--- src/rtl/psram_pkg.sv ---
package psram_pkg;

  typedef enum logic [2:0] {
    MODE_DESEL  = 3'd0,
    MODE_SLEEP  = 3'd1,
    MODE_OUTOFF = 3'd2,
    MODE_READ   = 3'd3,
    MODE_WRITE  = 3'd4
  } psramMode_e;

  typedef struct packed {
    logic wrLo;
    logic wrHi;
    logic wipe;
    logic drvLo;
    logic drvHi;
  } ctrlStrobes_t;

endpackage

--- src/rtl/psram_ctrl.sv ---
module psram_ctrl
  import psram_pkg::*;
#(
  parameter int ADDR_W    = 6,
  parameter int ACC_LAT   = 3,
  parameter int PAGE_LAT  = 1,
  parameter bit DIRECT_PD = 1'b1
) (
  input  logic              clk,
  input  logic              rstN,
  input  logic              csN,
  input  logic              oeN,
  input  logic              weN,
  input  logic              ubN,
  input  logic              lbN,
  input  logic              zzN,
  input  logic              pdArm,
  input  logic [ADDR_W-1:0] addr,
  output ctrlStrobes_t      strobes,
  output logic [ADDR_W-1:0] rdAddr,
  output logic              rdValid,
  output logic [2:0]        modeOut
);

  localparam int PG_BITS = 4;
  localparam int CNT_W   = $clog2(ACC_LAT + 1);

  psramMode_e        modeD, modeQ;
  logic [ADDR_W-1:0] addrQ;
  logic              lbQ, ubQ;
  logic [CNT_W-1:0]  cntQ;
  logic              sleepOk, pageHit, newAcc;

  generate
    if (DIRECT_PD) begin : g_direct
      assign sleepOk = 1'b1;
    end else begin : g_armed
      assign sleepOk = pdArm;
    end
  endgenerate

  // Mode decode, highest priority first
  always_comb begin
    if (!zzN && sleepOk)        modeD = MODE_SLEEP;
    else if (csN)               modeD = MODE_DESEL;
    else if (ubN && lbN)        modeD = MODE_OUTOFF;
    else if (!weN)              modeD = MODE_WRITE;
    else if (!oeN)              modeD = MODE_READ;
    else                        modeD = MODE_OUTOFF;
  end

  assign pageHit = (modeQ == MODE_READ) &&
                   (addr[ADDR_W-1:PG_BITS] == addrQ[ADDR_W-1:PG_BITS]);
  assign newAcc  = (modeD == MODE_READ) && ((modeQ != MODE_READ) || (addr != addrQ));

  always_ff @(posedge clk or negedge rstN) begin
    if (!rstN) begin
      modeQ <= MODE_DESEL;
      addrQ <= '0;
      lbQ   <= 1'b0;
      ubQ   <= 1'b0;
      cntQ  <= '0;
    end else begin
      modeQ <= modeD;
      addrQ <= addr;
      lbQ   <= !lbN;
      ubQ   <= !ubN;
      if (newAcc)
        cntQ <= pageHit ? CNT_W'(PAGE_LAT - 1) : CNT_W'(ACC_LAT - 1);
      else if (cntQ != '0)
        cntQ <= cntQ - 1'b1;
    end
  end

  assign rdValid       = (modeQ == MODE_READ) && (cntQ == '0);
  assign rdAddr        = addrQ;
  assign modeOut       = modeQ;
  assign strobes.wrLo  = (modeD == MODE_WRITE) && !lbN;
  assign strobes.wrHi  = (modeD == MODE_WRITE) && !ubN;
  assign strobes.wipe  = (modeD == MODE_SLEEP) && (modeQ != MODE_SLEEP);
  assign strobes.drvLo = rdValid && lbQ;
  assign strobes.drvHi = rdValid && ubQ;

  AST_DESELECT_IDLE: assert property (@(posedge clk) disable iff (!rstN)
    (csN && zzN) |=> (modeOut == 3'd0 && !strobes.drvLo && !strobes.drvHi));

  AST_LANES_ONLY_READ: assert property (@(posedge clk) disable iff (!rstN)
    (strobes.drvLo || strobes.drvHi) |-> (modeQ == MODE_READ));

  AST_CNT_BOUND: assert property (@(posedge clk) disable iff (!rstN)
    cntQ < CNT_W'(ACC_LAT));

  generate
    if (ACC_LAT > 1) begin : g_slowchk
      AST_NO_EARLY_DATA: assert property (@(posedge clk) disable iff (!rstN)
        (newAcc && !pageHit) |=> !rdValid);
    end
    if (DIRECT_PD) begin : g_dirchk
      AST_PIN_SLEEPS: assert property (@(posedge clk) disable iff (!rstN)
        !zzN |=> (modeOut == 3'd1));
    end else begin : g_armchk
      AST_UNARMED_AWAKE: assert property (@(posedge clk) disable iff (!rstN)
        (!zzN && !pdArm) |=> (modeOut != 3'd1));
    end
  endgenerate

endmodule

--- src/rtl/psram_datapath.sv ---
module psram_datapath
  import psram_pkg::*;
#(
  parameter int          ADDR_W = 6,
  parameter logic [15:0] POISON = 16'hDEAD
) (
  input  logic              clk,
  input  logic              rstN,
  input  ctrlStrobes_t      strobes,
  input  logic [ADDR_W-1:0] wrAddr,
  input  logic [15:0]       wrData,
  input  logic [ADDR_W-1:0] rdAddr,
  output logic [15:0]       rdData,
  output logic              rdPoison
);

  localparam int DEPTH = 1 << ADDR_W;

  logic [15:0]      mem [DEPTH];
  logic [DEPTH-1:0] vLo, vHi;
  logic [15:0]      word;
  logic             okLo, okHi;

  always_ff @(posedge clk) begin
    if (strobes.wrLo) mem[wrAddr][7:0]  <= wrData[7:0];
    if (strobes.wrHi) mem[wrAddr][15:8] <= wrData[15:8];
  end

  always_ff @(posedge clk or negedge rstN) begin
    if (!rstN) begin
      vLo <= '0;
      vHi <= '0;
    end else if (strobes.wipe) begin
      vLo <= '0;
      vHi <= '0;
    end else begin
      if (strobes.wrLo) vLo[wrAddr] <= 1'b1;
      if (strobes.wrHi) vHi[wrAddr] <= 1'b1;
    end
  end

  assign word = mem[rdAddr];
  assign okLo = vLo[rdAddr];
  assign okHi = vHi[rdAddr];

  always_comb begin
    rdData = '0;
    if (strobes.drvLo) rdData[7:0]  = okLo ? word[7:0]  : POISON[7:0];
    if (strobes.drvHi) rdData[15:8] = okHi ? word[15:8] : POISON[15:8];
  end

  assign rdPoison = (strobes.drvLo && !okLo) || (strobes.drvHi && !okHi);

  AST_WIPE_CLEARS: assert property (@(posedge clk) disable iff (!rstN)
    strobes.wipe |=> (vLo == '0 && vHi == '0));

  AST_POISON_NEEDS_LANE: assert property (@(posedge clk) disable iff (!rstN)
    rdPoison |-> (strobes.drvLo || strobes.drvHi));

  AST_UNDRIVEN_ZERO: assert property (@(posedge clk) disable iff (!rstN)
    (!strobes.drvLo && !strobes.drvHi) |-> (rdData == 16'h0000));

endmodule

--- src/rtl/psram_front.sv ---
module psram_front
  import psram_pkg::*;
#(
  parameter int          ADDR_W    = 6,
  parameter int          ACC_LAT   = 3,
  parameter int          PAGE_LAT  = 1,
  parameter bit          DIRECT_PD = 1'b1,
  parameter logic [15:0] POISON    = 16'hDEAD
) (
  input  logic              clk,
  input  logic              rstN,
  input  logic              csN,
  input  logic              oeN,
  input  logic              weN,
  input  logic              ubN,
  input  logic              lbN,
  input  logic              zzN,
  input  logic              pdArm,
  input  logic [ADDR_W-1:0] addr,
  input  logic [15:0]       wrData,
  output logic [15:0]       rdData,
  output logic              laneOeLo,
  output logic              laneOeHi,
  output logic              rdValid,
  output logic              rdPoison,
  output logic [2:0]        modeOut
);

  ctrlStrobes_t      strobes;
  logic [ADDR_W-1:0] rdAddr;

  psram_ctrl #(
    .ADDR_W(ADDR_W), .ACC_LAT(ACC_LAT), .PAGE_LAT(PAGE_LAT), .DIRECT_PD(DIRECT_PD)
  ) u_ctrl (
    .clk(clk), .rstN(rstN), .csN(csN), .oeN(oeN), .weN(weN), .ubN(ubN),
    .lbN(lbN), .zzN(zzN), .pdArm(pdArm), .addr(addr), .strobes(strobes),
    .rdAddr(rdAddr), .rdValid(rdValid), .modeOut(modeOut)
  );

  psram_datapath #(.ADDR_W(ADDR_W), .POISON(POISON)) u_data (
    .clk(clk), .rstN(rstN), .strobes(strobes), .wrAddr(addr), .wrData(wrData),
    .rdAddr(rdAddr), .rdData(rdData), .rdPoison(rdPoison)
  );

  assign laneOeLo = strobes.drvLo;
  assign laneOeHi = strobes.drvHi;

  initial begin
    assert (ADDR_W > 4 && PAGE_LAT >= 1 && ACC_LAT >= PAGE_LAT)
      else $error("psram_front: bad parameters");
  end

endmodule

--- config.mk ---
export PLATFORM = sky130hd
export DESIGN_NAME = psram_front
export DESIGN_NICKNAME = d
export VERILOG_FILES = /design/src/rtl/psram_pkg.sv /design/src/rtl/psram_ctrl.sv /design/src/rtl/psram_datapath.sv /design/src/rtl/psram_front.sv
export SDC_FILE = /design/constraint.sdc
export NUM_CORES = 1
export LEC_CHECK = 0
export ABC_AREA = 1
export BUFFER_PORTS_ARGS = -buffer_cell sky130_fd_sc_hd__clkbuf_2
export CAP_MARGIN = 20
export CORE_UTILIZATION = 35
export CTS_BUF_LIST = sky130_fd_sc_hd__clkbuf_2
export CTS_CLUSTER_DIAMETER = 40
export DETAILED_ROUTE_END_ITERATION = 12
export PLACE_DENSITY = 0.55
export SLEW_MARGIN = 40
export SYNTH_ARGS = -nofsm -noshare
export SYNTH_HDL_FRONTEND = slang
export SYNTH_SLANG_ARGS = --single-unit
--- constraint.sdc ---
create_clock -name clk -period 2 [get_ports clk]
set_input_delay 0.4 -clock clk [delete_from_list [all_inputs] [get_ports clk]]
set_output_delay 0.4 -clock clk [all_outputs]
set_load 0.005 [all_outputs]
==> flow_summary.yaml, run 1 <==
worst_setup_path:
  cpPeakStageDelay_ns: 0.52
  start_kind: "register"
  critical_path_required_ns: 1.60
  crit_arrival_ns: 3.89
  crit_type: "reg -> out"
  critPathSlowestCell: "dfrtp_4"
  cp_cell_sequence: "buf_12, clkinv_16, buf_12, buf_8, buf_6, nand2_2, nand3_2, nand3_2, nand2_1, nand2_1, nand3_2, nand3_4, nand2_4, nand2_4, nor2_4, buf_6, buf_6"
  cp_max_fo: 6
  cp-startpoint: "u_ctrl.rdAddr[0]"
  endpoint_kind: "output pin"
  timing.rr.start: "u_ctrl.rdAddr[1]"
logic_synthesis:
  synthesis.nets: 4540
  syn_inst: 4508
  synth_mux_area_share_pct: 0
  synth-compound-area-share_pct: 0.279
  synth_top_family_by_area: "simple AND/OR/NAND/NOR gates"
  yosysUniqueCellTypes: 20
  synthXorXnorAreaFrac_pct: 0.0543
  synthSimpleGateAreaFrac_pct: 25.3
  yosysWarnings: 0
  synthAdderAreaFrac_pct: 0.0259
  yosysTopAreaCell: "edfxtp_1"
  syn_avg_cell_area_um2: 10.7
  yosysSeqAreaShare_pct: 70.9
  yosys-top-cells-area: "edfxtp_1 (64%), nand2_1 (12%), nand3_1 (9.9%)"
  syn_area_mm2: 0.0484
  synth_top_area_share_pct: 63.6
  ys_ff_latch: 1165
clock_tree:
  cts_root_buffer: "clkbuf_2"
  clk_latency_ns: 1.63
  h-tree-depth: 5
  cts_sinks: 1165
  cts_tree: "done"
  cts_buffers: 315
  clk_pin_slew_ns: 0.10
  cts_buffer_depth: 4
timing:
  fmax_ghz: 0.233
  rsz0062_at_grt: "true"
  tightest_slew_ns: 1.13
  period_share_pct: 214
  setup_viol: 33
  min_period_ns: 4.29
  setup_slack_ns: -2.29
  maxSlewViolCount: 0
  finalHoldViolations: 0
  fin_worst_skew_ns: 0.0639
  slew-limit-headroom_pct: 24.7
global_route:
  grt_pass1_wl_um: 228000
  grt_pass1_vias: 36064
  antenna_found_initial: 4
  grt_max_degree: 72
  grt_overflow: 0
  grtUsageTotal_pct: 21.7
cells_and_area:
  layout_common_cells: "nand2_1 (1322), edfxtp_1 (1024), nand3_1 (742), clkbuf_2 (524), nor2_1 (451)"
  area_growth_pct: 27.8
  final_common_cell: "nand2_1"
  postLayoutCellArea_mm2: 0.0618
  nNetsFinal: 5248
  fin_cells: 7247
  drive_gt1_share_pct: 28.0
drt:
  dr_total_vias: 36654
  ant_nets: 0
  first_pass_iters: 8
  via_per_inst: 5.06
  drtIter0Drc: 3629
  routed_wl_um: 154000
  routedWlPerCell_um: 21.3
  drc: 0
floorplan:
  rows: 136
  die_x_um: 374
  die_h_um: 374
  core_area_mm2: 0.137
  ios: 54
  initial_core_util_pct: 35.2
  die_area_mm2: 0.140
power:
  p_int_uw: 35200
  pwr-share-comb_pct: 10.5
  switching_share_pct: 26.9
  peakVddDrop_mv: 0.405
  powerDensity_mw_per_mm2: 778
  p_switching_uw: 12900
  clockPowerShare_pct: 34.4
  p_leak_uw: 0.0245
  seqPwrFrac_pct: 55.1
min_path:
  hp-start: "ubN"
  hold_path_class: "in -> reg"
placement:
  dp_hpwl_um: 93800
  place_area_mm2: 0.0543
  place_congestion: 0.890
  numPortBuffers: 52
  numPlacedInstances: 6535
run_status:
  status: "complete, but fails checks"
  violations: "setup timing"
flow_run:
  max-cap-violations: 0
## worst paths after layout
kind | to | slack (ns) | cells past startpoint
worst max-delay path | rdData[8] | -2.29 | 17
worst min-delay path | u_ctrl.modeOut[2] | 0.25 | 6
worst max register to register | u_ctrl.cntQ[1] | 0.11 | 10
worst min register to register | u_data.vLo[35] | 0.51 | 2
max in group asynchronous | u_data.vLo[51] | 0.99 | 6
min in group asynchronous | u_data.vLo[28] | 0.37 | 5
## synthesized netlist by cell type
cell / n
nand2_1: 1499
edfxtp_1: 1024
nand3_1: 957
nor2_1: 460
dfrtp_1: 141
buf_2: 133
inv_1: 100
clkbuf_1: 77
buf_1: 37
buf_4: 23
nor3_1: 16
o21ai_0: 14
a21oi_1: 13
inv_2: 5
buf_6: 2
nand4_1: 2
xnor2_1: 2
clkinv_1: 1
ha_1: 1
xor2_1: 1
## flip-flops by register name, indices dropped and copies added, names as in the netlist
register        cells
u_ctrl.lbQ          1
u_ctrl.modeOut      3
u_ctrl.ubQ          1
u_data.vHi         64
u_data.vLo         64
u_ctrl.rdAddr       6
u_data.mem       1024
u_ctrl.cntQ         2
## metrics by stage
step | worst slack, ns | setup TNS (ns) | total power [uW] | utilization [%] | hold slack, ns
6_report | -2.29 | -43.01 | 48100 | 45.0 | 0.247
5_1_grt | -2.54 | -48.59 | 50100 | 45.0 | 0.120
4_1_cts | -2.51 | -48.04 | 48100 | 43.7 | 0.0104
3_5_place_dp | -1.21 | -89.66 | 30900 | 39.5 | 0.388
3_3_place_gp | -1.23 | -70.80 | 30900 | 39.5 | 0.388
2_1_floorplan | 0.0759 | 0 | 28800 | - | 0.104
## kinds of logic after synthesis
| group | Yosys count |
|---|---|
| compound gates | 27 |
| simple gates | 2934 |
| buf+inv | 378 |
| fa+ha+maj | 1 |
| xor+xnor | 3 |
| flops | 1165 |
## critical path: cells and delay by family, from the launching register on
family        cells  cell delay, ns
simple gates     10            0.89
buf+inv           7            0.84
flops             1            0.52
## power groups by stage
stage                     sequential (uW)  clock [uW]  combinational, uW
after detailed placement            27100           0               3870
after global routing                26500       18200               5410
final                               26500       16600               5050
after floorplan                     27000           0               1790
after CTS                           26500       17000               4620
after global placement              27100           0               3830
## cell type report
cell class | instances | area, um^2
clock buffer | 485 | 2430
tap | 1794 | 2240
inverter | 106 | 439
sequential | 1165 | 34300
timing repair inverter | 1 | 30.0
clock inverter | 60 | 317
multi-input combinational | 2965 | 14400
timing repair buffer | 662 | 7640
fill | 12798 | 75500
antenna | 9 | 22.5
## routing by layer
metal	vias to the layer above	track usage [%]	share of wire [%]
met5	-	0	0.016
met4	4	7.88	2.7
met3	248	4.36	7.4
met2	1462	33.8	46
met1	17925	29.9	44
li1	17015	-	-
## timing repair
| item | 4_1_cts | 5_1_grt |
|---|---|---|
| endpoints found under the setup margin | 23 | 282 |
| gates resized for setup | 312 | 331 |
| setup buffers | 38 | 28 |
| hold buffers | 69 | 2 |
| gates cloned | 26 | 12 |
| pin swaps | 93 | 145 |
| hold endpoints to repair | 2330 | 27 |
Note: power is estimated with default switching activity, not from simulation.
==> inputs of run 2 (changes only) <==
CORE_UTILIZATION = 30   (was 35)
MAX_ROUTING_LAYER = met4   (was unset)
PLACE_DENSITY = 0.5   (was 0.55)
==> run 2 against run 1 <==
  * The run still ends with setup timing left
  * Hold slack improved by 0.020 ns
  * Worst setup slack worse by 0.12 ns
  * Clock power increased by 3%
  * Register-to-register slack worse by 0.07 ns
  * Non-clock buffer count fell by 62
  * Combinational power shrank 5.1%
  * Utilization down 6.6 points
  * Cell area down 0.95%
  * Maximum frequency fell by 2.6%
  * Routed wire length rose by 4.3%
  * Global-route usage decreased by 1.8 points
  * Via count fell by 0.28%
  * Critical endpoint is now rdData[5]
==> flow_summary.yaml, run 2 (synthesis results as in run 1) <==
floorplan:
  initial_core_util_pct: 30.4
  rows: 146
  ios: 54
  die_area_mm2: 0.163
  core_area_mm2: 0.159
  die_h_um: 404
  die_x_um: 404
drt:
  drtIter0Drc: 3489
  routed_wl_um: 161000
  first_pass_iters: 5
  ant_nets: 0
  via_per_inst: 4.84
  routedWlPerCell_um: 21.3
  drc: 0
  dr_total_vias: 36551
timing:
  period_share_pct: 220
  rsz0062_at_grt: "true"
  maxSlewViolCount: 0
  setup_viol: 251
  min_period_ns: 4.40
  slew-limit-headroom_pct: 22.3
  finalHoldViolations: 0
  whs_ns: 0.267
  tightest_slew_ns: 1.17
  fmax_ghz: 0.227
  fin_tns_setup_ns: -53.38
  fin_worst_skew_ns: 0.178
  setup_slack_ns: -2.40
run_status:
  status: "complete, but fails checks"
  violations: "setup timing"
placement:
  dp_hpwl_um: 97300
  place_congestion: 0.863
  place_area_mm2: 0.0548
  numPortBuffers: 52
clock_tree:
  cts_root_buffer: "clkbuf_2"
  cts_sinks: 1165
  h-tree-depth: 5
  cts_buffers: 330
  clk_latency_ns: 1.71
  cts_buffer_depth: 4
  clk_pin_slew_ns: 0.10
  cts_tree: "done"
global_route:
  grt_overflow: 0
  grtUsageTotal_pct: 19.9
  grt_pass1_vias: 35318
  grt_pass1_wl_um: 233000
  antenna_found_initial: 9
  grt_max_degree: 65
cells_and_area:
  final_common_cell: "nand2_1"
  largest-register: "u_data.mem"
  largest_reg_flops: 1024
  area_growth_pct: 26.6
  nNetsFinal: 5200
  postLayoutCellArea_mm2: 0.0613
  fin_util_pct: 38.5
  drive_gt1_share_pct: 24.3
  layout_common_cells: "nand2_1 (1394), edfxtp_1 (1024), nand3_1 (835), clkbuf_2 (533), nor2_1 (453)"
  reg_top3: "u_data.mem (1024), u_data.vHi (64), u_data.vLo (64)"
power:
  p_leak_uw: 0.0240
  peakVddDrop_mv: 0.523
  power.total_uw: 48400
  powerDensity_mw_per_mm2: 790
worst_setup_path:
  endpoint_kind: "output pin"
  crit_arrival_ns: 4.00
  critical_path_required_ns: 1.60
  crit_type: "reg -> out"
  start_kind: "register"
  cp_max_fo: 10
min_path:
  hold_path_class: "in -> reg"
flow_run:
  max-cap-violations: 0
## run 2: cell count changes in the layout (fill, tap and decap cells not counted), sizes merged
| cell | change |
|---|---|
| bufbuf | +2 |
| dlygate4sd3 | +1 |
| buf | -69 |
| clkinv | +2 |
| clkbuf | +16 |
| diode | +1 |
| bufinv | +1 |
| inv | +2 |
## run 2: worst paths after layout
kind | start | to | slack (ns) | depth (start not counted)
worst max register to register | u_ctrl.modeOut[1] | u_data.vLo[12] | 0.04 | 6
min in group asynchronous | rstN | u_data.vLo[60] | 0.37 | 5
worst max-delay path | u_ctrl.rdAddr[0] | rdData[5] | -2.40 | 16
worst min-delay path | addr[5] | u_ctrl.cntQ[1] | 0.27 | 9
max in group asynchronous | rstN | u_ctrl.rdAddr[1] | 0.95 | 6
worst min register to register | u_data.vHi[28] | u_data.vHi[28] | 0.50 | 2
## run 2: layout make-up
type / instances / area [um^2]
Timing Repair Buffer: 600 / 7310
Clock buffer: 497 / 2490
Antenna cell: 10 / 25.0
Fill cell: 15818 / 98000
Sequential cell: 1165 / 34300
Tap cell: 2146 / 2690
Multi-Input combinational cell: 2965 / 13700
Clock inverter: 66 / 368
Inverter: 106 / 429
## run 2: routing by layer
layer | wire length, um | global-route usage (%) | part of all wire [%] | vias to the layer above
met2 | 75600 | 30.9 | 47 | 1399
li1 | - | - | - | 16915
met1 | 72100 | 26.9 | 45 | 18042
met4 | 2470 | 4.76 | 1.5 | 0
met5 | 0 | - | 0 | -
met3 | 10500 | 3.66 | 6.6 | 195
## run 2: critical path, stage by stage, from the launching register on
cell	delay, ns
dfrtp_4	0.55
buf_6	0.16
buf_8	0.14
clkbuf_16	0.17
buf_8	0.14
nand2_1	0.08
nand3_2	0.08
nand3_2	0.10
nand2_4	0.08
nand2_4	0.07
nand3_4	0.08
nand3_4	0.10
buf_6	0.11
nand3_4	0.12
buf_12	0.18
nand2_1	0.08
clkbuf_2	0.11
## run 2: where the power goes
part / switching, uW / internal, uW
Sequential: 37.6 / 26500
Combinational: 3030 / 1760
Clock: 10000 / 7050
## run 2: stage by stage
step                      setup WS, ns  cells
after floorplan                 0.0759   4508
after global placement           -1.29   6842
after detailed placement         -1.30   6842
after CTS                        -2.63   7522
after global routing             -2.73   7554
final                            -2.40   7555
## run 2: timing repair
item,4_1_cts,5_1_grt
cloned,18,19
hold endpoints to repair,2330,92
setup endpoints to repair,23,112
hold buffers,71,2
pin swaps,28,67
buffers inserted,30,8
gates resized for setup,222,186
